--- config.mk ---
export PLATFORM = sky130hd
export DESIGN_NAME = phase_pwm
export DESIGN_NICKNAME = d
export VERILOG_FILES = /design/src/rtl/pwm_pa_pkg.sv /design/src/rtl/pwm_pa_regs.sv /design/src/rtl/pwm_pa_ctrl.sv /design/src/rtl/pwm_pa_core.sv /design/src/rtl/phase_pwm.sv
export SDC_FILE = /design/constraint.sdc
export NUM_CORES = 1
export LEC_CHECK = 0
export ABC_AREA = 1
export BUFFER_PORTS_ARGS = -buffer_cell sky130_fd_sc_hd__buf_2
export CAP_MARGIN = 25
export CORE_ASPECT_RATIO = 1.75
export CORE_UTILIZATION = 40
export CTS_BUF_LIST = sky130_fd_sc_hd__clkbuf_4 sky130_fd_sc_hd__clkbuf_8
export DETAILED_ROUTE_END_ITERATION = 8
export HOLD_SLACK_MARGIN = 0.1
export PLACE_DENSITY = 0.68
export SKIP_LAST_GASP = 1
export SLEW_MARGIN = 10
export SYNTH_ARGS = -nofsm -noshare
export SYNTH_HDL_FRONTEND = slang
export SYNTH_SLANG_ARGS = --single-unit
--- constraint.sdc ---
create_clock -name clk -period 4.5 [get_ports clk]
set_input_delay 0.675 -clock clk [delete_from_list [all_inputs] [get_ports clk]]
set_output_delay 0.675 -clock clk [all_outputs]
set_load 0.01 [all_outputs]
--- src/rtl/pwm_pa_pkg.sv ---
package pwm_pa_pkg;
    typedef enum logic [1:0] {
        ST_COLD     = 2'd0,
        ST_STOPPED  = 2'd1,
        ST_RUNNING  = 2'd2,
        ST_PENDING  = 2'd3
    } pa_state_e;

    localparam int WORD_W  = 32;
    localparam int LANES   = WORD_W / 8;
    localparam int DIV_W   = 8;
    localparam int EN_BIT  = 31;
    localparam int UPD_BIT = 30;
    localparam int INC_LSB = 8;
endpackage

--- src/rtl/pwm_pa_regs.sv ---
module pwm_pa_regs
    import pwm_pa_pkg::*;
#(
    parameter int INC_W = 16
) (
    input  logic                 clk,
    input  logic                 rst_n,
    input  logic                 wr_en,
    input  logic [LANES-1:0]     wr_strb,
    input  logic [WORD_W-1:0]    wr_data,
    input  logic                 upd_done,
    output logic [INC_W-1:0]     sh_inc,
    output logic [DIV_W-1:0]     sh_div,
    output logic                 en,
    output logic                 upd_pend,
    output logic [WORD_W-1:0]    rd_data
);
    logic [WORD_W-1:0] merged;
    logic              unused_merge;

    always_comb begin
        rd_data                     = '0;
        rd_data[EN_BIT]             = en;
        rd_data[UPD_BIT]            = upd_pend;
        rd_data[INC_LSB +: INC_W]   = sh_inc;
        rd_data[DIV_W-1:0]          = sh_div;
    end

    for (genvar g = 0; g < LANES; g++) begin : g_lane
        assign merged[8*g +: 8] = wr_strb[g] ? wr_data[8*g +: 8] : rd_data[8*g +: 8];
    end

    assign unused_merge = ^merged;

    always_ff @(posedge clk) begin
        if (!rst_n) begin
            sh_inc   <= '0;
            sh_div   <= '0;
            en       <= 1'b0;
            upd_pend <= 1'b0;
        end else begin
            if (wr_en) begin
                sh_inc <= merged[INC_LSB +: INC_W];
                sh_div <= merged[DIV_W-1:0];
                if (wr_strb[LANES-1]) en <= merged[EN_BIT];
            end
            if (wr_en && wr_strb[LANES-1] && wr_data[UPD_BIT]) upd_pend <= 1'b1;
            else if (upd_done)                                 upd_pend <= 1'b0;
        end
    end
endmodule

--- src/rtl/pwm_pa_ctrl.sv ---
module pwm_pa_ctrl
    import pwm_pa_pkg::*;
#(
    parameter int INC_W = 16
) (
    input  logic              clk,
    input  logic              rst_n,
    input  logic              en,
    input  logic              upd_pend,
    input  logic              wrap,
    input  logic [INC_W-1:0]  sh_inc,
    input  logic [DIV_W-1:0]  sh_div,
    output logic [INC_W-1:0]  act_inc,
    output logic [DIV_W-1:0]  act_div,
    output logic              run,
    output logic              upd_done
);
    pa_state_e state_q, state_d;
    logic      copy;

    always_comb begin
        state_d = state_q;
        copy    = 1'b0;
        unique case (state_q)
            ST_COLD: begin
                if (upd_pend) begin
                    copy    = 1'b1;
                    state_d = en ? ST_RUNNING : ST_STOPPED;
                end
            end
            ST_STOPPED: begin
                if (upd_pend) copy = 1'b1;
                if (en)       state_d = ST_RUNNING;
            end
            ST_RUNNING: begin
                if (!en)          state_d = ST_STOPPED;
                else if (upd_pend) state_d = ST_PENDING;
            end
            ST_PENDING: begin
                if (!en) state_d = ST_STOPPED;
                else if (wrap) begin
                    copy    = 1'b1;
                    state_d = ST_RUNNING;
                end
            end
            default: state_d = ST_COLD;
        endcase
    end

    always_ff @(posedge clk) begin
        if (!rst_n) state_q <= ST_COLD;
        else        state_q <= state_d;
    end

    always_ff @(posedge clk) begin
        if (!rst_n) begin
            act_inc <= '0;
            act_div <= '0;
        end else if (copy) begin
            act_inc <= sh_inc;
            act_div <= sh_div;
        end
    end

    assign run      = (state_q == ST_RUNNING) || (state_q == ST_PENDING);
    assign upd_done = copy;

    // active settings move only when an update is pending
    assert_active_held_R6: assert property (@(posedge clk) disable iff (!rst_n)
        !upd_pend |=> ($stable(act_inc) && $stable(act_div)));
endmodule

--- src/rtl/pwm_pa_core.sv ---
module pwm_pa_core
    import pwm_pa_pkg::*;
#(
    parameter int INC_W = 16
) (
    input  logic              clk,
    input  logic              rst_n,
    input  logic              run,
    input  logic [INC_W-1:0]  act_inc,
    input  logic [DIV_W-1:0]  act_div,
    output logic              wrap,
    output logic              pwm_out
);
    localparam int TOP_LSB = INC_W - DIV_W;

    logic [INC_W-1:0] acc;
    logic [INC_W:0]   sum;

    assign sum  = {1'b0, acc} + {1'b0, act_inc};
    assign wrap = run && sum[INC_W];

    always_ff @(posedge clk) begin
        if (!rst_n)   acc <= '0;
        else if (run) acc <= sum[INC_W-1:0];
        else          acc <= '0;
    end

    assign pwm_out = run && (acc[INC_W-1:TOP_LSB] >= act_div);

    // the accumulator rests at zero while the output is not running
    assert_acc_rest_R1: assert property (@(posedge clk) disable iff (!rst_n)
        !run |=> (acc == '0) || $past(run));
endmodule

--- src/rtl/phase_pwm.sv ---
module phase_pwm
    import pwm_pa_pkg::*;
#(
    parameter int INC_W = 16
) (
    input  logic        clk,
    input  logic        rst_n,
    input  logic        wr_en,
    input  logic [3:0]  wr_strb,
    input  logic [31:0] wr_data,
    output logic [31:0] rd_data,
    output logic        pwm_out
);
    logic [INC_W-1:0] sh_inc, act_inc;
    logic [DIV_W-1:0] sh_div, act_div;
    logic             en, upd_pend, upd_done, run, wrap;

    pwm_pa_regs #(.INC_W(INC_W)) u_regs (
        .clk(clk), .rst_n(rst_n), .wr_en(wr_en), .wr_strb(wr_strb),
        .wr_data(wr_data), .upd_done(upd_done), .sh_inc(sh_inc),
        .sh_div(sh_div), .en(en), .upd_pend(upd_pend), .rd_data(rd_data)
    );

    pwm_pa_ctrl #(.INC_W(INC_W)) u_ctrl (
        .clk(clk), .rst_n(rst_n), .en(en), .upd_pend(upd_pend), .wrap(wrap),
        .sh_inc(sh_inc), .sh_div(sh_div), .act_inc(act_inc),
        .act_div(act_div), .run(run), .upd_done(upd_done)
    );

    pwm_pa_core #(.INC_W(INC_W)) u_core (
        .clk(clk), .rst_n(rst_n), .run(run), .act_inc(act_inc),
        .act_div(act_div), .wrap(wrap), .pwm_out(pwm_out)
    );

    // a cleared enable silences the output on the next cycle
    assert_disabled_low_R4: assert property (@(posedge clk) disable iff (!rst_n)
        !en |=> !pwm_out);

    // while stopped, a pending update is consumed on the next edge
    assert_stopped_copy_R7: assert property (@(posedge clk) disable iff (!rst_n)
        (upd_pend && !run && !(wr_en && wr_strb[3] && wr_data[UPD_BIT])) |=> !upd_pend);

    // while running, a pending update survives until the wrap
    assert_wait_wrap_R8: assert property (@(posedge clk) disable iff (!rst_n)
        (upd_pend && run && en && !wrap) |=> upd_pend);
endmodule

==> results.ini <==
[floorplanning]
core-area_sq_um = 8783
chipHeight_um = 128.5
die_width_um = 74.26
initial_core_util_pct = 41.61
dieArea_sq_um = 9538
std_cell_rows = 45
ios = 72

[pwr]
power.density_nw_per_um2 = 363.7
power.leakage_nw = 1.822
ir_drop_mv = 0.2863

[critical_path]
arrival_ns = 1.78
cp.required_ns = 3.83
worst_path_max_delay_cell = dfxtp_1
path_cells = inv_1 > ha_1 > nand2_1 > nor2_1 > nand4_1 > o2111ai_1 > o21ai_0 > inv_1 > buf_2
critPathLaunchType = register
critPathLaunch = u_ctrl.act_div[7]$_SDFFE_PN0P_
max_stage_delay_ns = 0.35
r2r_start = u_ctrl.act_inc[0]$_SDFFE_PN0P_
path_common_cell = inv_1
critical_path.endpoint_type = output port
path_max_fanout = 2
crit_type = register to output port

[synthesis]
synth-seq-area-share_pct = 37.25
syn_area_sq_um = 3655
syn_area_per_cell_sq_um = 7.694
ys_ff_latch = 68
syn_inst = 475
synth.distinct_cells = 37
yosysWarnings = 0

[final_layout]
num_antenna_cells = 0
n_fill_cell = 916
area_delta_synth_final_pct = 15.47
num-nets-final = 596
final_common_cell = dfxtp_1
layout_common_cells = 68 x dfxtp_1, 61 x nand2_1, 59 x buf_2, 54 x a21oi_1, 52 x nor2_1
drive_gt1_share_pct = 24.95
stdcell_count = 650

[global_route]
grt_use_total_pct = 18.25
grt_max_degree = 28
grt_pass1_wl_mm = 13.43
grt_pass1_vias = 3081
grt-ovfl-total = 0
antenna_found_initial = 0

[place]
io_buffers = 59
dp_hpwl_mm = 6.027
gp_congestion = 0.8480
placed_cells = 634

[clock_tree]
post_cts_buffers = 0
htree_levels = 3
cts_sinks = 68
cts_resized = 0
cts_buffers = 9
cts_root_buf = clkbuf_8
cts_tree = done
insertion_delay_ns = 0.35
cts.clk_slew.worst_paths_ns = 0.07
cts_hold_buffers = 0
cts_buffer_depth = 2

[timing]
finalMaxSlewViolations = 0
max_freq_ghz = 0.4077
fin_crit_ns = 2.453
finClkSkew_ns = 0.01313
fin_tns_setup_ns = 0
period_share_pct = 54.51
hold_viol_final = 0
setup_violations = 0
rsz0062_at_grt = no

[route]
dr.pass1.iters = 4
wl_per_cell_um = 11.96
antenna_left = 0
drt_iter0_markers = 110
wirelength_mm = 7.771
vias_per_cell = 4.863
drc = 0
vias = 3161

[flow_run]
maxCapViolations = 0

[hold_path]
min_path_type = register to register
hold_start = u_ctrl.act_div[3]$_SDFFE_PN0P_

[status]
status = finished clean

where the power goes:
group,leakage (nW),internal [mW],switching (mW)
Clock,0.119,0.364,0.228
Combinational,1.15,0.0946,0.192
Sequential,0.553,0.632,0.0242
cell families (layout without fill, tap and decap cells):
family                   after synthesis  count (layout)  synth area share, %
XOR/XNOR                               2               2               0.4794
AO/OA/AOI/OAI                        117             117                18.69
AND/OR/NAND/NOR                      191             191                24.27
other                                  1               6               0.1026
flip-flops                            68              68                37.25
adder cells (fa/ha/maj)               29              29                10.13
buffers and inverters                 67             120                9.072
worst paths after layout:
check                                                       to  slack [ns]  depth (start not counted)
worst max-delay path                                   pwm_out        2.05                          9
worst min-delay path            u_ctrl.act_div[3]$_SDFFE_PN0P_        0.47                          2
worst max register to register  u_ctrl.act_inc[4]$_SDFFE_PN0P_        2.25                         13
worst min register to register  u_ctrl.act_div[3]$_SDFFE_PN0P_        0.47                          2
stage by stage:
step	instance area, sq um	hold WS, ns	power (mW)	utilization, %	worst slack (ns)
after global placement	3953	0.4562	0.9457	45.00	2.110
after CTS	4220	0.4694	1.547	48.05	2.021
after detailed placement	3980	0.4559	0.9572	45.31	2.240
final	4220	0.4681	1.535	48.05	2.047
after floorplan	3674	0.4437	0.8931	-	2.630
after global routing	4220	0.4816	1.612	48.05	1.874
cell type report:
cell class	instances	area (sq um)	area share, %
clock inverter	3	67.56	1.601
inverter	43	161.4	3.824
tap	117	146.4	3.469
clock buffer	13	172.7	4.091
multi-input combinational	345	1981	46.93
timing repair buffer	61	330.3	7.827
sequential	68	1361	32.26
synthesized netlist by cell type, drive strengths merged:
cell     number  area [sq um]
nand2        88         416.7
a21oi        75         454.2
dfxtp        68          1361
nor2         52         195.2
inv          42         157.6
nand3        37         185.2
o21ai        35         175.2
ha           28         350.3
buf          15         136.4
clkbuf        9         33.78
or2           5         31.28
nor3          4         25.02
o21bai        4         30.03
nand4         2         12.51
a21boi        1         7.510
a21o          1         7.510
and2          1         6.260
clkinv        1         3.750
conb          1         3.750
fa            1         20.02
nand3b        1         7.510
nor3b         1         7.510
o2111ai       1         8.760
xnor2         1         8.760
xor2          1         8.760
worst max-delay path, delay by kind of cell (launching register included):
kind	cells	cell delay, ns
compound gates	2	0.25
simple gates	3	0.31
buf+inv	3	0.24
flops	1	0.35
fa+ha+maj	1	0.29
metal layers:
metal / wire length, um / vias up / GRT usage, %
met4: 310 / 0 / 11.65
met5: 0 / - / 0
met2: 3888 / 72 / 31.12
met3: 220 / 28 / 3.289
met1: 3351 / 1398 / 20.32
li1: - / 1663 / -
flip-flops by register name, indices dropped and copies added, names as in the netlist:
| register | flops |
|---|---|
| u_regs.upd_pend | 1 |
| u_ctrl.act_div | 8 |
| u_ctrl.act_inc | 16 |
| u_ctrl.state_q | 2 |
| u_regs.en | 1 |
| u_regs.sh_inc | 16 |
| u_regs.sh_div | 8 |
| u_core.acc | 16 |
Power figures use the tool's default switching activity.
